[src/rtl/spi_sr_guard_pkg.sv]
package spi_sr_guard_pkg;
  localparam logic [7:0] CMD_WREN = 8'h06;
  localparam logic [7:0] CMD_EWSR = 8'h50;
  localparam logic [7:0] CMD_WRDI = 8'h04;
  localparam logic [7:0] CMD_WRSR = 8'h01;

  localparam int BP_LSB  = 2;
  localparam int BP_W    = 3;
  localparam int LOCK_IX = 7;

  localparam int DATA_W = 8;

  typedef struct packed {
    logic            lock;
    logic [BP_W-1:0] bp;
  } sr_fields_t;

  function automatic logic [DATA_W-1:0] pack_status(input sr_fields_t f);
    logic [DATA_W-1:0] v;
    v = '0;
    v[LOCK_IX] = f.lock;
    v[BP_LSB +: BP_W] = f.bp;
    return v;
  endfunction
endpackage

[src/rtl/spi_sr_sync.sv]
module spi_sr_sync #(
  parameter int WIDTH  = 4,
  parameter int STAGES = 2,
  parameter logic [WIDTH-1:0] RST_VAL = '0
) (
  input  logic             clk,
  input  logic             rst_n,
  input  logic [WIDTH-1:0] din,
  output logic [WIDTH-1:0] dout
);
  logic [WIDTH-1:0] stage_q [STAGES];

  generate
    for (genvar s = 0; s < STAGES; s++) begin : g_stage
      if (s == 0) begin : g_first
        always_ff @(posedge clk or negedge rst_n) begin
          if (!rst_n) stage_q[s] <= RST_VAL;
          else        stage_q[s] <= din;
        end
      end else begin : g_rest
        always_ff @(posedge clk or negedge rst_n) begin
          if (!rst_n) stage_q[s] <= RST_VAL;
          else        stage_q[s] <= stage_q[s-1];
        end
      end
    end
  endgenerate

  assign dout = stage_q[STAGES-1];
endmodule

[src/rtl/spi_sr_rx.sv]
module spi_sr_rx
  import spi_sr_guard_pkg::*;
#(
  parameter int CNT_W = 5
) (
  input  logic              clk,
  input  logic              rst_n,
  input  logic              sck_s,
  input  logic              cs_n_s,
  input  logic              si_s,
  output logic [DATA_W-1:0] cmd_byte,
  output logic [DATA_W-1:0] data_byte,
  output logic              frame_end,
  output logic [CNT_W-1:0]  frame_bits
);
  localparam logic [CNT_W-1:0] CNT_MAX   = '1;
  localparam logic [CNT_W-1:0] CMD_LAST  = CNT_W'(DATA_W - 1);
  localparam logic [CNT_W-1:0] DATA_LAST = CNT_W'(2 * DATA_W - 1);

  logic              sck_q, cs_q;
  logic [DATA_W-1:0] sh_q, sh_d;
  logic [CNT_W-1:0]  cnt_q, cnt_d;
  logic [DATA_W-1:0] cmd_q, cmd_d, dat_q, dat_d;
  logic              sck_rise, cs_rise;

  assign sck_rise = sck_s & ~sck_q & ~cs_n_s;
  assign cs_rise  = cs_n_s & ~cs_q;

  always_comb begin
    sh_d  = sh_q;
    cnt_d = cnt_q;
    cmd_d = cmd_q;
    dat_d = dat_q;
    if (cs_n_s) begin
      cnt_d = '0;
    end else if (sck_rise) begin
      sh_d = {sh_q[DATA_W-2:0], si_s};
      if (cnt_q != CNT_MAX) cnt_d = cnt_q + 1'b1;
      if (cnt_q == CMD_LAST)  cmd_d = sh_d;
      if (cnt_q == DATA_LAST) dat_d = sh_d;
    end
  end

  always_ff @(posedge clk or negedge rst_n) begin
    if (!rst_n) begin
      sck_q <= 1'b0;
      cs_q  <= 1'b1;
      sh_q  <= '0;
      cnt_q <= '0;
      cmd_q <= '0;
      dat_q <= '0;
    end else begin
      sck_q <= sck_s;
      cs_q  <= cs_n_s;
      sh_q  <= sh_d;
      cnt_q <= cnt_d;
      cmd_q <= cmd_d;
      dat_q <= dat_d;
    end
  end

  assign cmd_byte   = cmd_q;
  assign data_byte  = dat_q;
  assign frame_end  = cs_rise;
  assign frame_bits = cnt_q;

  // the bit count is back at zero once chip select has been high for two samples
  assert_cnt_idle_R5: assert property (@(posedge clk) disable iff (!rst_n)
    (cs_n_s && cs_q) |-> (cnt_q == '0));

  // bits are only counted inside a frame
  assert_no_count_idle_R5: assert property (@(posedge clk) disable iff (!rst_n)
    cs_n_s |=> (cnt_q == '0));
endmodule

[src/rtl/spi_sr_ctrl.sv]
module spi_sr_ctrl
  import spi_sr_guard_pkg::*;
#(
  parameter int CNT_W = 5
) (
  input  logic              clk,
  input  logic              rst_n,
  input  logic              frame_end,
  input  logic [CNT_W-1:0]  frame_bits,
  input  logic [DATA_W-1:0] cmd_byte,
  input  logic [DATA_W-1:0] data_byte,
  input  logic              wp_n_s,
  output logic [DATA_W-1:0] status,
  output logic              wel
);
  localparam logic [CNT_W-1:0] ONE_BYTE  = CNT_W'(DATA_W);
  localparam logic [CNT_W-1:0] TWO_BYTES = CNT_W'(2 * DATA_W);

  sr_fields_t sr_q, sr_d;
  logic       wel_q, wel_d;
  logic       cmd_done, write_ok;

  assign cmd_done = frame_end && (frame_bits >= ONE_BYTE);
  assign write_ok = wel_q && (frame_bits == TWO_BYTES) && (wp_n_s || !sr_q.lock);

  always_comb begin
    sr_d  = sr_q;
    wel_d = wel_q;
    if (cmd_done) begin
      unique case (cmd_byte)
        CMD_WREN, CMD_EWSR: wel_d = 1'b1;
        CMD_WRDI:           wel_d = 1'b0;
        CMD_WRSR: begin
          wel_d = 1'b0;
          if (write_ok) begin
            sr_d.lock = data_byte[LOCK_IX];
            sr_d.bp   = data_byte[BP_LSB +: BP_W];
          end
        end
        default: ;
      endcase
    end
  end

  always_ff @(posedge clk or negedge rst_n) begin
    if (!rst_n) begin
      sr_q  <= '0;
      wel_q <= 1'b0;
    end else begin
      sr_q  <= sr_d;
      wel_q <= wel_d;
    end
  end

  assign status = pack_status(sr_q);
  assign wel    = wel_q;

  // with the pin low a set lock bit holds and freezes the protect bits
  assert_lock_hold_R10: assert property (@(posedge clk) disable iff (!rst_n)
    (!wp_n_s && sr_q.lock) |=> (sr_q.lock && $stable(sr_q.bp)));

  // the status moves only at the end of a frame
  assert_stat_quiet_R5: assert property (@(posedge clk) disable iff (!rst_n)
    !frame_end |=> $stable(sr_q));

  // a completed write frame leaves the latch clear
  assert_wel_drop_R6: assert property (@(posedge clk) disable iff (!rst_n)
    (cmd_done && cmd_byte == CMD_WRSR) |=> !wel_q);

  // without an armed latch the status cannot change
  assert_no_unarmed_write_R3: assert property (@(posedge clk) disable iff (!rst_n)
    !wel_q |=> $stable(sr_q));
endmodule

[src/rtl/spi_sr_guard.sv]
module spi_sr_guard
  import spi_sr_guard_pkg::*;
#(
  parameter int SYNC_STAGES = 2,
  parameter int CNT_W       = 5
) (
  input  logic              clk,
  input  logic              rst_n,
  input  logic              sck,
  input  logic              cs_n,
  input  logic              si,
  input  logic              wp_n,
  output logic              so_d,
  output logic              so_oe,
  output logic [DATA_W-1:0] status
);
  logic [1:0] rst_pipe_q;
  logic       rst_n_i;

  always_ff @(posedge clk or negedge rst_n) begin
    if (!rst_n) rst_pipe_q <= 2'b00;
    else        rst_pipe_q <= {rst_pipe_q[0], 1'b1};
  end
  assign rst_n_i = rst_pipe_q[1];

  logic [3:0] pins_s;
  logic       wel_unused;

  spi_sr_sync #(
    .WIDTH   (4),
    .STAGES  (SYNC_STAGES),
    .RST_VAL (4'b1010)
  ) u_sync (
    .clk   (clk),
    .rst_n (rst_n_i),
    .din   ({wp_n, sck, cs_n, si}),
    .dout  (pins_s)
  );

  logic [DATA_W-1:0] cmd_byte, data_byte;
  logic              frame_end;
  logic [CNT_W-1:0]  frame_bits;

  spi_sr_rx #(.CNT_W(CNT_W)) u_rx (
    .clk        (clk),
    .rst_n      (rst_n_i),
    .sck_s      (pins_s[2]),
    .cs_n_s     (pins_s[1]),
    .si_s       (pins_s[0]),
    .cmd_byte   (cmd_byte),
    .data_byte  (data_byte),
    .frame_end  (frame_end),
    .frame_bits (frame_bits)
  );

  spi_sr_ctrl #(.CNT_W(CNT_W)) u_ctrl (
    .clk        (clk),
    .rst_n      (rst_n_i),
    .frame_end  (frame_end),
    .frame_bits (frame_bits),
    .cmd_byte   (cmd_byte),
    .data_byte  (data_byte),
    .wp_n_s     (pins_s[3]),
    .status     (status),
    .wel        (wel_unused)
  );

  assign so_d  = 1'b0;
  assign so_oe = 1'b0;

  // the bits that have no field always read zero
  assert_fixed_zero_R2: assert property (@(posedge clk) disable iff (!rst_n_i)
    (status[1:0] == 2'b00) && (status[6:5] == 2'b00));
endmodule

[config.mk]
export PLATFORM = sky130hd
export DESIGN_NAME = spi_sr_guard
export DESIGN_NICKNAME = d
export VERILOG_FILES = /design/src/rtl/spi_sr_guard_pkg.sv /design/src/rtl/spi_sr_sync.sv /design/src/rtl/spi_sr_rx.sv /design/src/rtl/spi_sr_ctrl.sv /design/src/rtl/spi_sr_guard.sv
export SDC_FILE = /design/constraint.sdc
export NUM_CORES = 1
export LEC_CHECK = 0
export BUFFER_PORTS_ARGS = -buffer_cell sky130_fd_sc_hd__clkbuf_2
export CAP_MARGIN = 20
export CORE_MARGIN = 3
export CORE_UTILIZATION = 30
export DETAILED_ROUTE_END_ITERATION = 8
export HOLD_SLACK_MARGIN = 0.15
export SYNTH_ARGS = -nofsm -noshare
export SYNTH_HDL_FRONTEND = slang
export SYNTH_SLANG_ARGS = --single-unit
[constraint.sdc]
create_clock -name clk -period 1.62 [get_ports clk]
set_clock_uncertainty 0.15 [all_clocks]
set_input_delay 0.162 -clock clk [delete_from_list [all_inputs] [get_ports clk]]
set_output_delay 0.162 -clock clk [all_outputs]
set_load 0.05 [all_outputs]
Word-level counts from Yosys, hierarchy flattened
Cells that the tools add are included.

cells by class
  reduce and logical (&&, ||, !) cells = 16
  add/subtract/negate cells = 1
  magnitude comparators = 1
  bitwise logic cells = 6
  mux-type cells = 4
  equality and inequality tests = 8

operators with widths
  operator               count
  $eq A8 B3 Y1 const B   2
  $mux W5                3
  $reduce_and A3 Y1      3
  $eq A8 B1 Y1 const B   1
  $eq A8 B7 Y1 const B   1
  $reduce_and A2 Y1      3
  $reduce_bool A2 Y1     3
  $add A5 B1 Y5 const B  1
  $eq A5 B3 Y1 const B   1
  $eq A5 B4 Y1 const B   1
  $eq A5 B5 Y1 const B   1
  $ge A5 B4 Y1 const B   1
  $ne A5 B5 Y1 const B   1
  $reduce_or A2 Y1       2
  $and A1 B1 Y1          3
  $logic_and A1 B1 Y1    3
  $not A1 Y1             3
  $pmux W1 S2            1
  $logic_not A1 Y1       1
  $logic_or A1 B1 Y1     1

storage, ports and cells
  flip-flop bits (word level) = 45
  output and inout port bits = 10
  input port bits = 6

Longest topological paths before layout
Gate-level depths: netlist of the first run.

  word-level depth = 5
  mapped depth = 7
  depth with buffers taken out = 7

Cells and area by module
From an unflattened synthesis of the first run, not the netlist that was laid out.

second synthesis, totals
  cells, all modules = 126
  area, all modules = 1873.0 µm²

by module, submodules not included
  module        instances  sequential area each (µm²)  cells each  area each (µm²)
  spi_sr_rx     1          752.0                       79          1233.7
  spi_sr_ctrl   1          125.1                       29          331.6
  spi_sr_sync   1          205.2                       12          235.2
  spi_sr_guard  1          50.0                        6           72.6

Least setup slack after synthesis of the first run
No wires, ideal clock.

  path type = register to register
  from = register u_rx.cnt_q[0] (netlist: u_rx.frame_bits[0])
  to = register u_rx.cnt_q[3] (netlist: u_rx.frame_bits[3])
  required time = 1.349 ns
  setup slack = -0.365 ns
  buffers on the path = 0
  arrival = 1.713 ns
  cell stages (with the launch flop) = 8
  cell sequence = dfrtp_1 -> ha_1 -> and3_1 -> ha_1 -> nor3b_2 -> nand4_1 -> xor2_1 -> nor2_1

between the ends
  cells in the longest elaborated chain, start to end = 4
  elaborated cells between the ends (all ways) = 7

RTL lines
  element                   RTL line         source
  start: declaration        spi_sr_rx.sv:22  logic [CNT_W-1:0] cnt_q, cnt_d;
  start signal: assignment  spi_sr_rx.sv:56  cnt_q <= cnt_d;
  $add A5 B1 Y5             spi_sr_rx.sv:38  if (cnt_q != CNT_MAX) cnt_d = cnt_q + 1'b1;
  $mux W5                   spi_sr_rx.sv:38
  $mux W5                   spi_sr_rx.sv:36  end else if (sck_rise) begin
  $mux W5                   spi_sr_rx.sv:34  if (cs_n_s) begin

Several ways; a longest one is shown, not always the timed one. The select of a mux whose other input is x is not followed.
A chain may end at the register's enable or synchronous reset.

Worst setup path in the final report of the first run
  from = register u_rx.cnt_q[0] (netlist: u_rx.frame_bits[0])
  to = register u_rx.dat_q[4] (netlist: u_rx.data_byte[4])

between the ends
  cells in the longest elaborated chain, start to end = 2

RTL lines
  element                             RTL line         source
  $eq A5 B4 Y1                        spi_sr_rx.sv:40  if (cnt_q == DATA_LAST) dat_d = sh_d;
  $reduce_and A3 Y1 (no source line)  n/a
  end signal: assignment              spi_sr_rx.sv:58  dat_q <= dat_d;
  end: declaration                    spi_sr_rx.sv:23  logic [DATA_W-1:0] cmd_q, cmd_d, dat_q, dat_d;

No other way between the ends.

==> results.tsv, run 1 <==
stage	metric	value	unit
drt	routed_wl	3.03	mm
yosys	synth.largest_area_cell	dfrtp_1	
drt	vias_per_cell	4.27	
cells_and_area	post-route-util	43.4	%
timing	min_period	1880	ps
clocking	cts-root-buf	clkbuf_8	
timing	max_clock_freq	532	MHz
setup_path	cp_max_fo	4	
pwr	netSwitchingPower	529	uW
timing	rsz0062_at_grt	true	
drt	vias	1012	
yosys	synthCells	120	
drt	drc	0	
clocking	clk_pin_slew	80	ps
pwr	total_power	2230	uW
clocking	clock-sinks	41	
clocking	numCtsBuffers	5	
floorplan	die_w	81.5	um
yosys	yosys-top-cells-area	dfrtp_1 (53%), mux2_2 (9.2%), dfstp_2 (7.7%)	
setup_path	required	1640	ps
setup_path	crit_chain	buf_6, ha_4, and3_4, buf_4, ha_4, and2_4, mux2_4	
placement	portBuffers	9	
yosys	yosys_register_bits	41	
cells_and_area	layout-drive-gt1-share	51.5	%
setup_path	crit_type	reg -> reg	
yosys	ys_dominant_reg_cell	dfrtp_1	
pwr	p_leak	0.00110	uW
placement	gp_congestion	0.819	
clocking	h-tree-depth	2	
global_routing	grt_max_degree	23	
floorplan	die_h	81.5	um
yosys	synth_edf_count	0	
timing	finalSetupViolations	14	
cells_and_area	nNetsFinal	176	
yosys	netlist.area_leader.share	52.7	%
drt	antenna_left	0	
pwr	netSwitchingFraction	23.8	%
setup_path	startpoint_type	register	
timing	finalWorstSetupSlack	-259	ps
setup_path	cpMostUsedCell	ha_4	
yosys	ys_async_sr_fraction	100	%
yosys	synth_area	1710	um2
yosys	synth.yosys.warnings	0	
drt	wire_per_inst	12.8	um
global_routing	grt_remaining_overflow	0	
outcome	violations	setup timing	
pwr	seq_power_share	53.8	%
timing	finalHoldViolCount	0	
min_path	hp-class	reg -> reg	
pwr	irDropWorstVdd	0.432	mV
flow_run	maxCapViolations	0	
global_routing	track_usage	10.3	%
yosys	avgSynthCellArea	14.2	um2
floorplan	placementRows	26	
setup_path	cp_slowest_cell	dfrtp_1	
pwr	combPwrFrac	9.9	%
floorplan	coreArea	5300	um2
timing	slew_violations	0	
pwr	p_int	1700	uW
cells_and_area	nFillCells	483	
clocking	cts_max_path_buffers	2	
global_routing	antenna_found_initial	0	
pwr	powerDensity	968	nW/um2
setup_path	slowest_delay	400	ps
placement	dp.cells	217	
floorplan	die_area	6640	um2
global_routing	grt_first_pass_wirelength	5.12	mm
yosys	yosysUniqueCellTypes	32	
cells_and_area	area_growth	34.6	%
yosys	yosysSeqAreaShare	60.4	%
global_routing	grt_pass1_vias	1090	
timing	fin_crit_sh	116	%
cells_and_area	finalNonFillerCells	237	
floorplan	io_pins	16	
drt	drtIter0Drc	46	
clocking	insertion_delay	290	ps
outcome	outcome	complete, but fails checks	
drt	drt_pre_antenna_iters	3	
setup_path	cp-end-kind	register	
placement	hpwl	2.22	mm
pwr	clkPwrFrac	36.3	%
setup_path	crit_arrival	1900	ps
cells_and_area	antenna_cells	0	
floorplan	initial_core_util	32.2	%
clocking	cts_tree	yes	
[what timing repair did]
| item | 4_1_cts | 5_1_grt |
|---|---|---|
| pin swaps | 5 | 5 |
| buffers inserted | 4 | 2 |
| hold buffers | 7 | 0 |
| hold endpoints to repair | 40 | 0 |
| gates resized for setup | 10 | 5 |
| setup endpoints to repair | 29 | 29 |
[cell usage after synthesis (2+ instances only)]
cell,count
a21oi_1,2
and3_1,2
buf_4,6
conb_1,2
dfrtp_1,36
dfstp_2,5
ha_1,4
inv_1,4
mux2_1,5
mux2_2,14
mux2_4,4
nand2_1,5
nor2_1,9
nor3_1,2
xnor2_1,2
xor2_1,2
[state kept, by name, indices dropped and copies added, names as in the netlist]
register         cells
u_rx.sck_q           1
u_rx.cs_q            1
rst_pipe_q           2
u_rx.frame_bits      5
u_rx.data_byte       4
u_ctrl.wel           1
u_sync.dout          4
u_sync.stage_q       4
u_rx.cmd_byte        8
u_rx.sh_q            7
u_ctrl.status        4
[metrics by stage]
step	worst slack [ps]	hold WS, ps	setup TNS, ps	instance area, um2
floorplan	-270	-284	-2190	1800
global placement	-336	-201	-3280	2020
detailed placement	-360	-201	-3680	2020
CTS	-276	205	-3280	2280
global route	-356	211	-4650	2300
finish	-259	201	-3120	2300
[critical path: cells and delay by family, from the launching register on]
family                   cells  cell delay, ps
adder cells (fa/ha/maj)      2             290
buffers and inverters        2             270
flip-flops                   1             400
multiplexers                 1             300
AND/OR/NAND/NOR              2             360
[per-layer routing]
layer | GRT usage [%] | vias to the layer above | part of all wire [%] | wire length (um)
li1 | - | 487 | - | -
met3 | 2.96 | 2 | 4.0 | 120
met1 | 13.0 | 504 | 46 | 1390
met4 | 2.70 | 0 | 0.83 | 25
met2 | 17.2 | 19 | 49 | 1500
met5 | 0 | - | 0 | 0
[cell usage in the layout (no fill, tap or decap), types with 2 or more instances in the layout]
master and count:
a21oi_1 2, and3_4 2, buf_4 22, buf_6 4, clkbuf_2 9, clkbuf_8 5
conb_1 7, dfrtp_1 36, dfstp_2 5, dlygate4sd3_1 7, ha_4 3, inv_1 4
mux2_2 11, mux2_4 12, nand2_1 5, nor2_1 7, nor2_2 2, nor3_1 2
nor3b_4 2, xnor2_1 2, xor2_1 2
[kinds of logic after synthesis]
family                     share of synthesized area [%]
DFF                                                 60.4
and+or+nand+nor                                     11.3
muxes                                               16.0
buffers and inverters                               4.46
AOI/OAI and AO/OA                                   2.34
adders and majority gates                           2.93
xor gates and xnor gates                            2.05
other                                              0.439
[final timing paths]
path | cells after the start | startpoint | endpoint | slack (ps)
max in group asynchronous | 2 | rst_pipe_q[1]$_DFF_PN0_ | u_rx.cs_q$_DFF_PN1_ | 460
worst min register to register | 0 | u_sync.stage_q[4]$_DFF_PN0_ | u_sync.dout[0]$_DFF_PN0_ | 200
worst min-delay path | 0 | u_sync.stage_q[4]$_DFF_PN0_ | u_sync.dout[0]$_DFF_PN0_ | 200
worst max register to register | 7 | u_rx.frame_bits[0]$_DFFE_PN0P_ | u_rx.data_byte[4]$_DFFE_PN0P_ | -260
min in group asynchronous | 3 | rst_n | rst_pipe_q[0]$_DFF_PN0_ | 560
worst max-delay path | 7 | u_rx.frame_bits[0]$_DFFE_PN0P_ | u_rx.data_byte[4]$_DFFE_PN0P_ | -260
[power groups by stage]
stage	clock network [uW]	logic (uW)	registers, uW
after global placement	0	188	1210
final	807	221	1200
after CTS	834	218	1200
after floorplan	0	142	1200
after detailed placement	0	194	1220
after global routing	884	246	1220
[layout make-up]
class,count,area [um2],area share [%]
Clock buffer,6,72.6,3.16
Clock inverter,2,38.8,1.69
Inverter,4,15.0,0.653
Timing Repair Buffer,42,325,14.1
Multi-Input combinational cell,72,728,31.7
Tap cell,70,87.6,3.81
Sequential cell,41,1030,44.9
Note: power is estimated with default switching activity, not from simulation.
==> run 2, diff against run 1 <==
GPL_TIMING_DRIVEN = 0   (was unset)
RECOVER_POWER = 50   (was unset)
SLEW_MARGIN = 20   (was unset)
==> run 2 against run 1 <==
Against the previous run:
- the run still ends with setup timing left
- via count down 0.59%
- worst hold slack worse by 4.7 ps
- cell count down 1.7%
- routed wire length shrank 3.8%
- critical path depth fell by 2
- largest cell class unchanged
==> results.tsv, run 2 (synthesis results as in run 1) <==
stage	metric	value	unit
drt	drt_pre_antenna_iters	4	
timing	whs	196	ps
clocking	h-tree-depth	2	
pwr	netSwitchingFraction	22.8	%
pwr	total_power	2300	uW
pwr	p_int	1770	uW
timing	slew_violations	0	
cells_and_area	final_common_cell	dfrtp_1	
cells_and_area	final_cell_mix	dfrtp_1 (35), mux2_4 (17), buf_4 (15)	
timing	finalHoldViolCount	0	
cells_and_area	area_growth	36.0	%
clocking	clock-sinks	41	
placement	gp_congestion	0.845	
setup_path	cp_max_fo	4	
clocking	numCtsBuffers	5	
floorplan	die_area	6640	um2
floorplan	io_pins	16	
clocking	cts_tree	yes	
setup_path	crit_arrival	1920	ps
pwr	netSwitchingPower	524	uW
floorplan	die_w	81.5	um
timing	finalSetupTns	-4030	ps
global_routing	antenna_found_initial	0	
placement	hpwl	1.91	mm
clocking	clk_pin_slew	80	ps
timing	finalSetupViolations	29	
floorplan	placementRows	26	
setup_path	required	1640	ps
floorplan	initial_core_util	32.2	%
pwr	combPwrFrac	11.2	%
placement	portBuffers	9	
outcome	violations	setup timing	
timing	worst_pin_slew	584	ps
pwr	seq_power_share	52.4	%
clocking	insertion_delay	290	ps
clocking	cts_max_path_buffers	2	
drt	wire_per_inst	12.5	um
floorplan	die_h	81.5	um
global_routing	grt_max_degree	25	
drt	routed_wl	2.92	mm
cells_and_area	nNetsFinal	172	
cells_and_area	layout-drive-gt1-share	53.4	%
min_path	hp-class	reg -> async	
setup_path	startpoint_type	register	
setup_path	crit_type	reg -> reg	
global_routing	track_usage	10.3	%
timing	min_period	1900	ps
drt	drc	0	
pwr	p_leak	0.00111	uW
cells_and_area	antenna_cells	0	
timing	finalWorstSetupSlack	-278	ps
drt	vias	1006	
clocking	cts-root-buf	clkbuf_8	
pwr	irDropWorstVdd	0.453	mV
drt	drtIter0Drc	38	
timing	max_clock_freq	527	MHz
cells_and_area	nFillCells	474	
timing	fin_crit_sh	117	%
cells_and_area	fin_area	2320	um2
cells_and_area	largest_reg_flops	8	
timing	rsz0062_at_grt	true	
placement	place_ws	-385	ps
global_routing	grt_first_pass_wirelength	5.02	mm
timing	slew_headroom	61.1	%
pwr	clkPwrFrac	36.4	%
setup_path	cp-end-kind	register	
drt	vias_per_cell	4.32	
placement	dpl_cell_area	1960	um2
drt	antenna_left	0	
floorplan	coreArea	5300	um2
flow_run	maxCapViolations	0	
outcome	outcome	complete, but fails checks	
global_routing	grt_remaining_overflow	0	
pwr	powerDensity	989	nW/um2
global_routing	grt_pass1_vias	1030	
run 2: final cells by class:
| class | count | area (um2) | share of cell area, % |
|---|---|---|---|
| Buffer | 8 | 67.6 | 2.91 |
| Clock buffer | 7 | 86.3 | 3.71 |
| Clock inverter | 1 | 30.0 | 1.29 |
| Inverter | 4 | 15.0 | 0.646 |
| Multi-Input combinational cell | 72 | 772 | 33.2 |
| Sequential cell | 41 | 1030 | 44.5 |
| Tap cell | 70 | 87.6 | 3.77 |
| Timing Repair Buffer | 30 | 233 | 10.0 |
run 2: worst paths after layout:
check / endpoint / cells after the start / start / slack [ps]
setup / recovery: u_ctrl.status[2]$_DFFE_PN0P_ / 5 / u_rx.cmd_byte[7]$_DFFE_PN0P_ / -280
hold / removal: u_sync.dout[3]$_DFF_PN1_ / 0 / rst_pipe_q[1]$_DFF_PN0_ / 200
setup reg to reg: u_ctrl.status[2]$_DFFE_PN0P_ / 5 / u_rx.cmd_byte[7]$_DFFE_PN0P_ / -280
hold reg to reg: u_sync.dout[3]$_DFF_PN1_ / 0 / rst_pipe_q[1]$_DFF_PN0_ / 200
max in group asynchronous: u_rx.frame_bits[1]$_DFFE_PN0P_ / 1 / rst_pipe_q[1]$_DFF_PN0_ / 180
min in group clk: u_sync.dout[2]$_DFF_PN0_ / 0 / u_sync.stage_q[6]$_DFF_PN0_ / 200
run 2: per-layer routing:
metal | up-vias | global-route usage, % | routed length, um
met3 | 12 | 3.29 | 134
met5 | - | 0 | 0
li1 | 480 | - | -
met4 | 0 | 6.76 | 101
met2 | 27 | 15.2 | 1360
met1 | 487 | 12.8 | 1320
run 2: metrics by stage:
step,utilization [%],instances
2_1_floorplan,-,125
3_3_place_gp,36.5,204
3_5_place_dp,37.0,205
4_1_cts,42.8,229
5_1_grt,43.8,233
6_report,43.8,233
run 2: worst max-delay path, stage by stage (launching register included):
cell,delay (ps)
dfrtp_1,380
or3_4,400
nor4b_4,230
and3_1,200
buf_6,120
mux2_4,290
run 2: power by group through the flow:
stage | clock network (uW) | logic (uW) | registers, uW
floorplan | 0 | 142 | 1200
global placement | 0 | 157 | 1230
detailed placement | 0 | 181 | 1230
CTS | 868 | 219 | 1210
global route | 922 | 281 | 1220
finish | 836 | 258 | 1200
run 2: what timing repair did:
action,in CTS,in global routing
gates resized for setup,10,15
pin swaps,12,8
endpoints found under the setup margin,29,27
hold buffers,7,0
setup buffers,9,5
endpoints found under the hold margin,16,0
==> run 3, diff against run 2 <==
ABC_AREA = 1   (was unset)
==> run 3 against run 2 <==
Against the previous run:
- the run now ends clean
- cell area down 4.6%
- area after synthesis grew 5.1%
- non-clock buffer count is 8 lower
- critical endpoint is now u_rx.frame_bits[0]$_DFFE_PN0P_
- highest routed layer unchanged
==> results.tsv, run 3 <==
stage	metric	value	unit
min_path	min_to	u_sync.dout[2]$_DFF_PN0_	
drt	routed_wl	2.93	mm
timing	finalSetupTns	0	ps
clocking	insertion_delay	290	ps
floorplan	coreArea	5640	um2
timing	rsz0062_at_grt	true	
clocking	cts_tree	yes	
yosys	synthCells	191	
timing	finalSetupViolations	0	
floorplan	die_h	83.4	um
cells_and_area	largest_reg_flops	8	
timing	fin_crit_sh	97.1	%
yosys	yosysMostFrequentCell	nand2_1	
setup_path	startpoint_type	register	
drt	drc	0	
yosys	synth.largest_area_cell	dfrtp_1	
timing	slew_violations	0	
floorplan	placementRows	27	
yosys	ys_dominant_reg_cell	dfrtp_1	
global_routing	grt_pass1_vias	1147	
yosys	synth.yosys.warnings	0	
yosys	yosysSeqAreaShare	57.5	%
global_routing	grt_first_pass_wirelength	5.07	mm
yosys	avgSynthCellArea	9.40	um2
yosys	synth_area	1800	um2
timing	finalHoldViolCount	0	
clocking	clock-sinks	41	
cells_and_area	final-seq-area	1030	um2
drt	drtIter0Drc	91	
cells_and_area	antenna_cells	0	
cells_and_area	multiInputGateArea	678	um2
setup_path	required	1650	ps
yosys	synth_edf_count	0	
clocking	numCtsBuffers	5	
cells_and_area	final_cell_mix	nand2_1 (39), dfrtp_1 (35), inv_1 (26)	
pwr	p_leak	0.00105	uW
floorplan	io_pins	16	
cells_and_area	nNetsFinal	235	
cells_and_area	area_growth	23.5	%
cells_and_area	fin_area	2220	um2
placement	place_ws	-127	ps
yosys	yosys_register_bits	41	
placement	dpl_cell_area	1970	um2
timing	max_clock_freq	636	MHz
global_routing	grt_max_degree	30	
floorplan	initial_core_util	31.8	%
timing	finalWorstSetupSlack	46.7	ps
cells_and_area	nFillCells	576	
yosys	netlist.area_leader.share	50.2	%
min_path	hp-class	reg -> reg	
drt	antenna_left	0	
placement	gp_congestion	0.775	
global_routing	grt_remaining_overflow	0	
drt	wire_per_inst	9.83	um
yosys	yosys-top-cells-area	dfrtp_1 (50%), nand2_1 (8.8%), dfstp_2 (7.3%)	
setup_path	crit_arrival	1600	ps
yosys	ys_async_sr_fraction	100	%
pwr	irDropWorstVdd	0.513	mV
clocking	h-tree-depth	2	
min_path	whs_path_depth	0	
clocking	clk_pin_slew	80	ps
cells_and_area	post-route-util	39.3	%
setup_path	crit_type	reg -> reg	
global_routing	track_usage	9.10	%
clocking	cts-root-buf	clkbuf_8	
min_path	hp-start	u_sync.stage_q[6]$_DFF_PN0_	
timing	min_period	1570	ps
cells_and_area	final_common_cell	nand2_1	
setup_path	critPathLaunch	u_rx.frame_bits[0]$_DFFE_PN0P_	
pwr	powerDensity	898	nW/um2
yosys	yosysUniqueCellTypes	21	
flow_run	maxCapViolations	0	
placement	hpwl	2.10	mm
yosys	synth_top_cells_by_count	nand2_1 (42), dfrtp_1 (36), inv_1 (27)	
global_routing	antenna_found_initial	0	
drt	drt_pre_antenna_iters	4	
placement	portBuffers	9	
outcome	outcome	completed	
setup_path	cp_max_fo	6	
setup_path	cp-end-kind	register	
floorplan	die_area	6950	um2
setup_path	r2r_setup_slack	50	ps
setup_path	reg2reg_depth	9	
drt	vias_per_cell	4.12	
cells_and_area	layout-drive-gt1-share	28.8	%
drt	vias	1227	
setup_path	regToRegEndpoint	u_rx.frame_bits[0]$_DFFE_PN0P_	
clocking	cts_max_path_buffers	2	
setup_path	reg2reg_from	u_rx.frame_bits[0]$_DFFE_PN0P_	
floorplan	die_w	83.4	um
==> run 3: cell type report <==
class                           count  share of cell area (%)
Timing Repair Buffer               22                    7.34
Multi-Input combinational cell    119                    30.6
Buffer                              8                    2.77
Clock buffer                        5                    3.10
Clock inverter                      3                   0.790
Inverter                           28                    4.74
Tap cell                           72                    4.06
Sequential cell                    41                    46.6
==> run 3: cells by family (layout without fill, tap and decap cells) <==
logic type      Yosys count  in the layout  share of synthesized area, %
buf+inv                  36             66                          9.27
compound gates           26             26                          8.99
flops                    41             41                          57.5
simple gates             82             82                          21.0
fa+ha+maj                 4              4                          2.79
other cells               2              7                         0.418
==> run 3: where the power goes <==
group	switching, uW	internal [uW]
Clock	344	297
Combinational	148	80.1
Sequential	33.5	1090
Total	526	1470
==> run 3: metrics by stage <==
stage,hold slack [ps],instances,total power (uW)
2_1_floorplan,-284,196,1290
3_3_place_gp,-201,277,1330
3_5_place_dp,-197,278,1340
4_1_cts,205,295,2010
5_1_grt,207,298,2110
6_report,200,298,1990
==> run 3: what timing repair did <==
item,in CTS,in global routing
buffers inserted,1,3
hold endpoints to repair,14,0
resized for setup,3,15
pin swaps,2,4
hold buffers,8,0
endpoints found under the setup margin,9,13
==> run 3: routing by layer <==
metal	wire, um	track usage (%)	vias to the layer above
met5	0	0	-
met4	51	4.46	0
met3	155	2.88	5
met2	1270	13.8	24
met1	1450	11.6	548
li1	-	-	650
==> run 3: worst max-delay path by stage <==
| stage | to | slack (ps) | cells past startpoint |
|---|---|---|---|
| 5_1_grt | u_rx.frame_bits[3]$_DFFE_PN0P_ | -40 | 9 |
| 3_5_place_dp | u_rx.frame_bits[0]$_DFFE_PN0P_ | -130 | 9 |
| 4_1_cts | u_rx.frame_bits[0]$_DFFE_PN0P_ | 20 | 9 |
| 3_3_place_gp | u_ctrl.status[2]$_DFFE_PN0P_ | -220 | 0 |
| 6_report | u_rx.frame_bits[0]$_DFFE_PN0P_ | 50 | 9 |
| 2_1_floorplan | u_rx.frame_bits[1]$_DFFE_PN0P_ | 50 | 9 |
==> run 3: worst max-delay path: stages (launching register included) <==
cell     delay [ps]
dfrtp_1         390
ha_2            230
nand2_4          70
nor2_4          100
ha_2            180
inv_2            50
nand2_4          90
nand2_4          70
nand3_1          70
o21ai_0          70
